[src/rtl/kss_pkg.sv]
package kss_pkg;

   localparam int BYTE_W = 8;
   localparam int NSLOT  = 12;
   localparam int SLOT_W = 4;

   typedef logic [BYTE_W-1:0] kbyte_t;
   typedef logic [SLOT_W-1:0] slot_t;

   localparam kbyte_t KC_LCTRL  = 8'h14;
   localparam kbyte_t KC_LALT   = 8'h11;
   localparam kbyte_t KC_LSHIFT = 8'h12;
   localparam kbyte_t KC_BREAK  = 8'hF0;

   // Slot positions; the emission order is the slot order.
   localparam int SL_CTRL   = 0;
   localparam int SL_ALT    = 1;
   localparam int SL_SHIFT  = 2;
   localparam int SL_PRE    = 3;
   localparam int SL_BRK    = 4;
   localparam int SL_CODE   = 5;
   localparam int SL_RSH_F0 = 6;
   localparam int SL_RSH    = 7;
   localparam int SL_RAL_F0 = 8;
   localparam int SL_RAL    = 9;
   localparam int SL_RCT_F0 = 10;
   localparam int SL_RCT    = 11;

   typedef enum logic [1:0] {
      EV_MAKE   = 2'd0,
      EV_BREAK  = 2'd1,
      EV_REPEAT = 2'd2
   } kss_ev_e;

   typedef struct packed {
      logic ctrl;
      logic alt;
      logic shift;
      logic pre;
   } kss_mods_t;

   function automatic logic [NSLOT-1:0] slot_mask(kss_ev_e ev, kss_mods_t m);
      logic [NSLOT-1:0] r;
      logic mk, bk;
      mk = (ev == EV_MAKE);
      bk = (ev == EV_BREAK);
      r = '0;
      r[SL_CTRL]   = mk & m.ctrl;
      r[SL_ALT]    = mk & m.alt;
      r[SL_SHIFT]  = mk & m.shift;
      r[SL_PRE]    = (mk | bk) & m.pre;
      r[SL_BRK]    = bk;
      r[SL_CODE]   = 1'b1;
      r[SL_RSH_F0] = bk & m.shift;
      r[SL_RSH]    = bk & m.shift;
      r[SL_RAL_F0] = bk & m.alt;
      r[SL_RAL]    = bk & m.alt;
      r[SL_RCT_F0] = bk & m.ctrl;
      r[SL_RCT]    = bk & m.ctrl;
      return r;
   endfunction

   function automatic kbyte_t slot_byte(slot_t s, kbyte_t code, kbyte_t pre);
      kbyte_t b;
      case (int'(s))
         SL_CTRL, SL_RCT:                  b = KC_LCTRL;
         SL_ALT, SL_RAL:                   b = KC_LALT;
         SL_SHIFT, SL_RSH:                 b = KC_LSHIFT;
         SL_PRE:                           b = pre;
         SL_BRK, SL_RSH_F0, SL_RAL_F0,
         SL_RCT_F0:                        b = KC_BREAK;
         default:                          b = code;
      endcase
      return b;
   endfunction

endpackage

[src/rtl/kss_edge.sv]
module kss_edge #(
   parameter int SYNC_STAGES = 2
) (
   input  logic clk,
   input  logic rst_n,
   input  logic pin_i,
   input  logic take_i,
   output logic pend_o,
   output logic pend_make_o,
   output logic key_down_o
);

   if (SYNC_STAGES < 1) begin : g_bad_sync
      $error("kss_edge: SYNC_STAGES must be at least 1");
   end

   logic lvl;
   logic prev_q;
   logic rep_lvl_q;
   logic [1:0] cnt_q;
   logic [1:0] cnt_d;
   logic edge_seen;

   if (SYNC_STAGES == 1) begin : g_sync1
      logic s_q;
      always_ff @(posedge clk or negedge rst_n) begin
         if (!rst_n) s_q <= 1'b0;
         else        s_q <= pin_i;
      end
      assign lvl = s_q;
   end else begin : g_syncn
      logic [SYNC_STAGES-1:0] s_q;
      always_ff @(posedge clk or negedge rst_n) begin
         if (!rst_n) s_q <= '0;
         else        s_q <= {s_q[SYNC_STAGES-2:0], pin_i};
      end
      assign lvl = s_q[SYNC_STAGES-1];
   end

   assign edge_seen = lvl ^ prev_q;

   // Unreported edges alternate in direction; a third one cancels a pair.
   always_comb begin
      cnt_d = cnt_q;
      if (take_i && cnt_q != 2'd0) cnt_d = cnt_d - 2'd1;
      if (edge_seen) cnt_d = (cnt_d == 2'd2) ? 2'd1 : cnt_d + 2'd1;
   end

   always_ff @(posedge clk or negedge rst_n) begin
      if (!rst_n) begin
         prev_q    <= 1'b0;
         cnt_q     <= 2'd0;
         rep_lvl_q <= 1'b0;
      end else begin
         prev_q <= lvl;
         cnt_q  <= cnt_d;
         if (take_i && cnt_q != 2'd0) rep_lvl_q <= ~rep_lvl_q;
      end
   end

   assign pend_o      = (cnt_q != 2'd0);
   assign pend_make_o = ~rep_lvl_q;
   assign key_down_o  = rep_lvl_q;

   AST_PEND_LIMIT: assert property (@(posedge clk) disable iff (!rst_n)
      cnt_q != 2'd3);

   AST_TAKE_ONLY_PENDING: assert property (@(posedge clk) disable iff (!rst_n)
      (take_i && !edge_seen) |=> (cnt_q == $past(cnt_q) - 2'd1));

endmodule

[src/rtl/kss_rep_timer.sv]
module kss_rep_timer #(
   parameter int DELAY_W    = 2,
   parameter int RATE_W     = 2,
   parameter int DELAY_UNIT = 250,
   parameter int RATE_UNIT  = 40
) (
   input  logic              clk,
   input  logic              rst_n,
   input  logic [DELAY_W-1:0] delay_sel_i,
   input  logic [RATE_W-1:0]  rate_sel_i,
   input  logic              load_delay_i,
   input  logic              load_rate_i,
   input  logic              stop_i,
   output logic              fire_o
);

   localparam int MAX_DLY = (2 ** DELAY_W) * DELAY_UNIT;
   localparam int MAX_RTE = (2 ** RATE_W) * RATE_UNIT;
   localparam int MAX_T   = (MAX_DLY > MAX_RTE) ? MAX_DLY : MAX_RTE;
   localparam int CNT_W   = (MAX_T > 2) ? $clog2(MAX_T) : 1;

   if (DELAY_W < 1 || RATE_W < 1) begin : g_bad_w
      $error("kss_rep_timer: select widths must be at least 1");
   end
   if (DELAY_UNIT < 1 || RATE_UNIT < 1) begin : g_bad_unit
      $error("kss_rep_timer: time units must be at least 1");
   end

   logic [CNT_W-1:0] cnt_q;
   logic             active_q;
   logic [CNT_W-1:0] dly_ld;
   logic [CNT_W-1:0] rte_ld;

   assign dly_ld = CNT_W'((int'(delay_sel_i) + 1) * DELAY_UNIT - 1);
   assign rte_ld = CNT_W'((int'(rate_sel_i) + 1) * RATE_UNIT - 1);

   always_ff @(posedge clk or negedge rst_n) begin
      if (!rst_n) begin
         active_q <= 1'b0;
         cnt_q    <= '0;
      end else if (stop_i) begin
         active_q <= 1'b0;
      end else if (load_delay_i) begin
         active_q <= 1'b1;
         cnt_q    <= dly_ld;
      end else if (load_rate_i) begin
         active_q <= 1'b1;
         cnt_q    <= rte_ld;
      end else if (active_q && cnt_q != '0) begin
         cnt_q <= cnt_q - 1'b1;
      end
   end

   assign fire_o = active_q && (cnt_q == '0);

   AST_STOP_KILLS_FIRE: assert property (@(posedge clk) disable iff (!rst_n)
      stop_i |=> !fire_o);

endmodule

[src/rtl/kss_emitter.sv]
module kss_emitter (
   input  logic               clk,
   input  logic               rst_n,
   input  logic               pend_i,
   input  logic               pend_make_i,
   output logic               take_o,
   input  logic               held_i,
   input  logic               fire_i,
   output logic               start_rep_o,
   input  kss_pkg::kss_mods_t mods_i,
   input  kss_pkg::kbyte_t    code_i,
   input  kss_pkg::kbyte_t    pre_i,
   input  logic               ready_i,
   output logic               valid_o,
   output kss_pkg::kbyte_t    data_o,
   output logic               done_make_o,
   output logic               done_rep_o
);
   import kss_pkg::*;

   logic               busy_q;
   slot_t              slot_q;
   kss_ev_e            ev_q;
   kss_mods_t          mods_q;
   kbyte_t             code_q;
   kbyte_t             pre_q;

   logic [NSLOT-1:0]   cur_mask;
   logic [NSLOT-1:0]   new_mask;
   kss_ev_e            new_ev;
   slot_t              nxt_slot;
   logic               has_nxt;
   slot_t              first_slot;
   logic               accept;
   logic               last;

   assign new_ev   = pend_make_i ? EV_MAKE : EV_BREAK;
   assign cur_mask = slot_mask(ev_q, mods_q);
   assign new_mask = slot_mask(new_ev, mods_i);

   always_comb begin
      nxt_slot = '0;
      has_nxt  = 1'b0;
      for (int i = NSLOT - 1; i >= 0; i--) begin
         if (cur_mask[i] && i > int'(slot_q)) begin
            nxt_slot = slot_t'(i);
            has_nxt  = 1'b1;
         end
      end
   end

   always_comb begin
      first_slot = slot_t'(SL_CODE);
      for (int i = NSLOT - 1; i >= 0; i--) begin
         if (new_mask[i]) first_slot = slot_t'(i);
      end
   end

   assign take_o      = !busy_q && pend_i;
   assign start_rep_o = !busy_q && !pend_i && held_i && fire_i;
   assign accept      = busy_q && ready_i;
   assign last        = !has_nxt;
   assign done_make_o = accept && last && (ev_q == EV_MAKE);
   assign done_rep_o  = accept && last && (ev_q == EV_REPEAT);

   always_ff @(posedge clk or negedge rst_n) begin
      if (!rst_n) begin
         busy_q <= 1'b0;
         slot_q <= '0;
         ev_q   <= EV_MAKE;
         mods_q <= '0;
         code_q <= '0;
         pre_q  <= '0;
      end else if (!busy_q) begin
         if (take_o) begin
            busy_q <= 1'b1;
            ev_q   <= new_ev;
            mods_q <= mods_i;
            code_q <= code_i;
            pre_q  <= pre_i;
            slot_q <= first_slot;
         end else if (start_rep_o) begin
            busy_q <= 1'b1;
            ev_q   <= EV_REPEAT;
            code_q <= code_i;
            slot_q <= slot_t'(SL_CODE);
         end
      end else if (accept) begin
         if (last) busy_q <= 1'b0;
         else      slot_q <= nxt_slot;
      end
   end

   assign valid_o = busy_q;
   assign data_o  = slot_byte(slot_q, code_q, pre_q);

   AST_DATA_HOLD: assert property (@(posedge clk) disable iff (!rst_n)
      (valid_o && !ready_i) |=> (valid_o && $stable(data_o)));

   AST_REPEAT_BARE: assert property (@(posedge clk) disable iff (!rst_n)
      start_rep_o |=> (valid_o && data_o == $past(code_i)));

endmodule

[src/rtl/kbd_scan_seq.sv]
module kbd_scan_seq #(
   parameter int SYNC_STAGES = 2,
   parameter int DELAY_W     = 2,
   parameter int RATE_W      = 2,
   parameter int DELAY_UNIT  = 250,
   parameter int RATE_UNIT   = 40
) (
   input  logic               clk,
   input  logic               rst_n,
   input  logic               key_pin_i,
   input  logic               cfg_ctrl_en_i,
   input  logic               cfg_alt_en_i,
   input  logic               cfg_shift_en_i,
   input  logic               cfg_pre_en_i,
   input  logic [7:0]         cfg_pre_code_i,
   input  logic [7:0]         cfg_key_code_i,
   input  logic [DELAY_W-1:0] cfg_delay_sel_i,
   input  logic [RATE_W-1:0]  cfg_rate_sel_i,
   input  logic               sc_ready_i,
   output logic               sc_valid_o,
   output logic [7:0]         sc_byte_o
);
   import kss_pkg::*;

   logic      pend;
   logic      pend_make;
   logic      key_down;
   logic      take;
   logic      held;
   logic      fire;
   logic      start_rep;
   logic      done_make;
   logic      done_rep;
   logic      tmr_stop;
   kss_mods_t mods;

   assign mods     = '{ctrl: cfg_ctrl_en_i, alt: cfg_alt_en_i,
                       shift: cfg_shift_en_i, pre: cfg_pre_en_i};
   assign held     = key_down && !pend;
   assign tmr_stop = !held || start_rep;

   kss_edge #(.SYNC_STAGES(SYNC_STAGES)) i_edge (
      .clk         (clk),
      .rst_n       (rst_n),
      .pin_i       (key_pin_i),
      .take_i      (take),
      .pend_o      (pend),
      .pend_make_o (pend_make),
      .key_down_o  (key_down)
   );

   kss_rep_timer #(
      .DELAY_W    (DELAY_W),
      .RATE_W     (RATE_W),
      .DELAY_UNIT (DELAY_UNIT),
      .RATE_UNIT  (RATE_UNIT)
   ) i_timer (
      .clk          (clk),
      .rst_n        (rst_n),
      .delay_sel_i  (cfg_delay_sel_i),
      .rate_sel_i   (cfg_rate_sel_i),
      .load_delay_i (done_make),
      .load_rate_i  (done_rep),
      .stop_i       (tmr_stop),
      .fire_o       (fire)
   );

   kss_emitter i_emit (
      .clk         (clk),
      .rst_n       (rst_n),
      .pend_i      (pend),
      .pend_make_i (pend_make),
      .take_o      (take),
      .held_i      (held),
      .fire_i      (fire),
      .start_rep_o (start_rep),
      .mods_i      (mods),
      .code_i      (cfg_key_code_i),
      .pre_i       (cfg_pre_code_i),
      .ready_i     (sc_ready_i),
      .valid_o     (sc_valid_o),
      .data_o      (sc_byte_o),
      .done_make_o (done_make),
      .done_rep_o  (done_rep)
   );

   AST_BARE_MAKE: assert property (@(posedge clk) disable iff (!rst_n)
      (take && pend_make && !cfg_ctrl_en_i && !cfg_alt_en_i &&
       !cfg_shift_en_i && !cfg_pre_en_i)
      |=> (sc_valid_o && sc_byte_o == $past(cfg_key_code_i)));

   AST_BREAK_LEAD: assert property (@(posedge clk) disable iff (!rst_n)
      (take && !pend_make)
      |=> (sc_valid_o && (sc_byte_o == KC_BREAK || $past(cfg_pre_en_i))));

   AST_NO_FIRE_RELEASED: assert property (@(posedge clk) disable iff (!rst_n)
      !key_down |=> !fire);

endmodule

[config.mk]
export PLATFORM = sky130hd
export DESIGN_NAME = kbd_scan_seq
export DESIGN_NICKNAME = d
export VERILOG_FILES = /design/src/rtl/kss_pkg.sv /design/src/rtl/kss_edge.sv /design/src/rtl/kss_rep_timer.sv /design/src/rtl/kss_emitter.sv /design/src/rtl/kbd_scan_seq.sv
export SDC_FILE = /design/constraint.sdc
export NUM_CORES = 1
export LEC_CHECK = 0
export BUFFER_PORTS_ARGS = -buffer_cell sky130_fd_sc_hd__buf_4
export CORE_UTILIZATION = 61
export CTS_BUF_LIST = sky130_fd_sc_hd__clkbuf_4 sky130_fd_sc_hd__clkbuf_8
export DETAILED_ROUTE_END_ITERATION = 16
export PLACE_DENSITY = 0.79
export SYNTH_ARGS = -nofsm -noshare
export SYNTH_HDL_FRONTEND = slang
export SYNTH_SLANG_ARGS = --single-unit
export TNS_END_PERCENT = 20
[constraint.sdc]
create_clock -name clk -period 2.8 [get_ports clk]
set_input_delay 0.56 -clock clk [delete_from_list [all_inputs] [get_ports clk]]
set_output_delay 0.56 -clock clk [all_outputs]
set_load 0.01 [all_outputs]
==> results_dict.tcl <==
set metrics [dict create \
    outcome "complete, no violations" \
    final_cell_mix "dfrtp_1, buf_4, nand2_1" \
    dpl.cell_count 424 \
    design_area_sq_um 3410 \
    nNetsFinal 404 \
    stdcell_count 432 \
    cts_buffers 5 \
    multiInputGateArea_sq_um 1710 \
    fp.dieH_um 72.5 \
    synth_edf_count 0 \
    synthArstFlopShare 1.00 \
    clkPwrFrac 0.138 \
    dpl.hpwl_um 4980 \
    diodes 0 \
    num_vias 2599 \
    worstSetupEndpointType "output pin" \
    powerDensity_nw_per_um2 1110 \
    maxCapViolations 0 \
    die_area_sq_um 5260 \
    die_width_um 72.5 \
    max_freq_mhz 403 \
    period_share 0.887 \
    fillers 398 \
    worstPathArrival_ns 1.92 \
    wl_per_cell_um 16.0 \
    busiest_layer "met2" \
    place_area_sq_um 3290 \
    setup_viol 0 \
    postCtsSetupRepairBufs 0 \
    seqPwrFrac 0.333 \
    maxSlewViolCount 0 \
    critical_path_class "flop to output pin" \
    period_needed_ns 2.48 \
    crit_required_ns 2.24 \
    start_util 0.638 \
    path_clk_slew_ns 0.09 \
    use_met1 0.379 \
    rows 25 \
    worst_slew_pin_slew_ns 0.600 \
    synth_seq_cells 44 \
    intPower_mw 2.12 \
    skew_ns 0.00845 \
    cts_tree "yes" \
    place_congestion 0.868 \
    syn_to_final_growth_pct 12.6 \
    antenna_found_initial 0 \
    grt_max_degree 45 \
    numPortBuffers 36 \
    use_met2 0.460 \
    hold_buffers 0 \
    track_usage 0.283 \
    switching_share 0.443 \
    cp_max_fo 17 \
    cts_buffer_depth 2 \
    via_per_inst 6.02 \
    insertion_delay_ns 0.30 \
    dr.pass1.iters 4 \
    seqCellArea_sq_um 1100 \
    htreeDepth 2 \
    ys_warn_count 0 \
    syn-num-nets 375 \
    holdWs_ns 0.226 \
    hold_viol 0 \
    cp-start-kind "flop" \
    hold_class "input pin to async pin" \
    ys_types 62 \
    grt_pass1_wl_um 11400 \
    power.switching_mw 1.68 \
    cts_resized 0 \
    grt_remaining_overflow 0 \
    netlist_instances 335 \
    vdd_drop_max_mv 0.655 \
    yosysSeqAreaShare 0.363 \
    fin_util 0.718 \
    drtIter0Drc 233 \
    maxSlewHeadroom 0.596 \
    use_met3 0.0472 \
    cts-root-buf "clkbuf_8" \
    leakagePower_nw 1.48 \
    finalWirelength_um 6930 \
    power_mw 3.80 \
    postRouteAntennaNets 0 \
    cts_sinks 44 \
    drive_above_1_share 0.197 \
    pwr-share-comb 0.530 \
    synth.avg_cell_area_sq_um 9.05 \
    layout_commonest_cell "dfrtp_1" \
    rsz0062_at_grt "no" \
    drcViolationCount 0 \
    synth-main-ff-cell "dfrtp_1" \
    grt_pass1_vias 2426 \
    boundaryPins 37 \
    syn-cell-area_sq_um 3030 \
    core_area_sq_um 4750 \
]
## cells in the mapped netlist, drive strengths merged (2+ instances only)
cell type | instances | share of area
a311oi | 2 | 0.0058
o21bai | 2 | 0.0050
nor4 | 2 | 0.0041
and3 | 2 | 0.0041
a211oi | 8 | 0.021
buf | 8 | 0.017
xnor2 | 9 | 0.026
clkbuf | 12 | 0.028
nor2 | 22 | 0.028
a21oi | 25 | 0.045
xor2 | 4 | 0.012
a211o | 2 | 0.0058
o21a | 2 | 0.0050
o221ai | 3 | 0.0087
o22ai | 4 | 0.0083
a21o | 2 | 0.0050
nor2b | 7 | 0.014
o211ai | 5 | 0.012
a32o | 3 | 0.0099
a41oi | 3 | 0.0087
nand3 | 10 | 0.017
dfrtp | 44 | 0.36
ha | 11 | 0.045
and2 | 3 | 0.0062
nand2 | 34 | 0.042
o311ai | 2 | 0.0058
nor3 | 9 | 0.015
nand4 | 3 | 0.0062
inv | 23 | 0.028
mux2 | 12 | 0.047
nand3b | 4 | 0.0099
o21ai | 20 | 0.033
a21boi | 3 | 0.0074
a31oi | 9 | 0.024
nor4b | 2 | 0.016
## kinds of logic (layout without fill, tap and decap cells)
group / after synthesis / in the layout / synth area share
AO/OA/AOI/OAI: 105 / 105 / 0.241
XOR/XNOR: 13 / 13 / 0.0376
adder cells (fa/ha/maj): 12 / 12 / 0.0520
buffers and inverters: 43 / 73 / 0.0743
flip-flops: 44 / 44 / 0.363
multiplexers: 13 / 13 / 0.0504
AND/OR/NAND/NOR: 105 / 105 / 0.182
## cell type report
type | instances | area share
multi-input cells | 248 | 0.500
flip-flops and latches | 44 | 0.323
repair buffers | 42 | 0.0924
inverters | 23 | 0.0253
well taps | 67 | 0.0246
clock buffers | 6 | 0.0242
clock inverters | 2 | 0.0114
## routing by layer
layer,share of wire,vias up
met4,0.020,0
met3,0.044,14
met2,0.49,68
met1,0.44,1242
met5,0,-
li1,-,1275
## power groups by stage
stage | Combinational [mW] | Clock (mW) | Sequential [mW]
3_3_place_gp | 1.95 | 0 | 1.26
4_1_cts | 2.01 | 0.530 | 1.26
6_report | 2.02 | 0.523 | 1.26
3_5_place_dp | 1.99 | 0 | 1.27
5_1_grt | 2.23 | 0.557 | 1.30
2_1_floorplan | 1.64 | 0 | 1.11
## sequential cells by signal, summed over array words and instances, names as in the netlist
signal,count
i_timer.cnt_q,10
i_edge.prev_q,1
i_emit.slot_q,4
i_edge.cnt_q,2
i_timer.active_q,1
i_edge.key_down_o,1
i_emit.pre_q,8
i_emit.valid_o,1
i_emit.code_q,8
i_emit.ev_q,2
i_emit.mods_q,4
i_edge.g_syncn.s_q,2
## final timing paths
path                                        from                    end  slack, ns  cells after the start
max reg2reg                     i_timer.cnt_q[0]       i_emit.slot_q[1]       0.47                      7
min                                        rst_n       i_emit.code_q[6]       0.23                      1
max in group asynchronous                  rst_n       i_timer.cnt_q[1]       2.17                      1
min reg2reg                i_edge.g_syncn.s_q[0]  i_edge.g_syncn.s_q[1]       0.36                      0
min in group clk           i_edge.g_syncn.s_q[0]  i_edge.g_syncn.s_q[1]       0.36                      0
max                             i_emit.slot_q[0]           sc_byte_o[3]       0.32                      4
## critical path: stages, from the launching register on
cell and delay [ns]:
dfrtp_1 0.66, inv_1 0.16, o21ai_0 0.43, a32o_1 0.25, buf_4 0.12
## per-stage QoR
stage               worst slack (ns)  TNS, ns
global route                   0.155        0
CTS                            0.313        0
detailed placement           -0.0296  -0.0296
global placement               0.126        0
finish                         0.316        0
floorplan                      0.356        0
(Power assumes the default switching activity.)
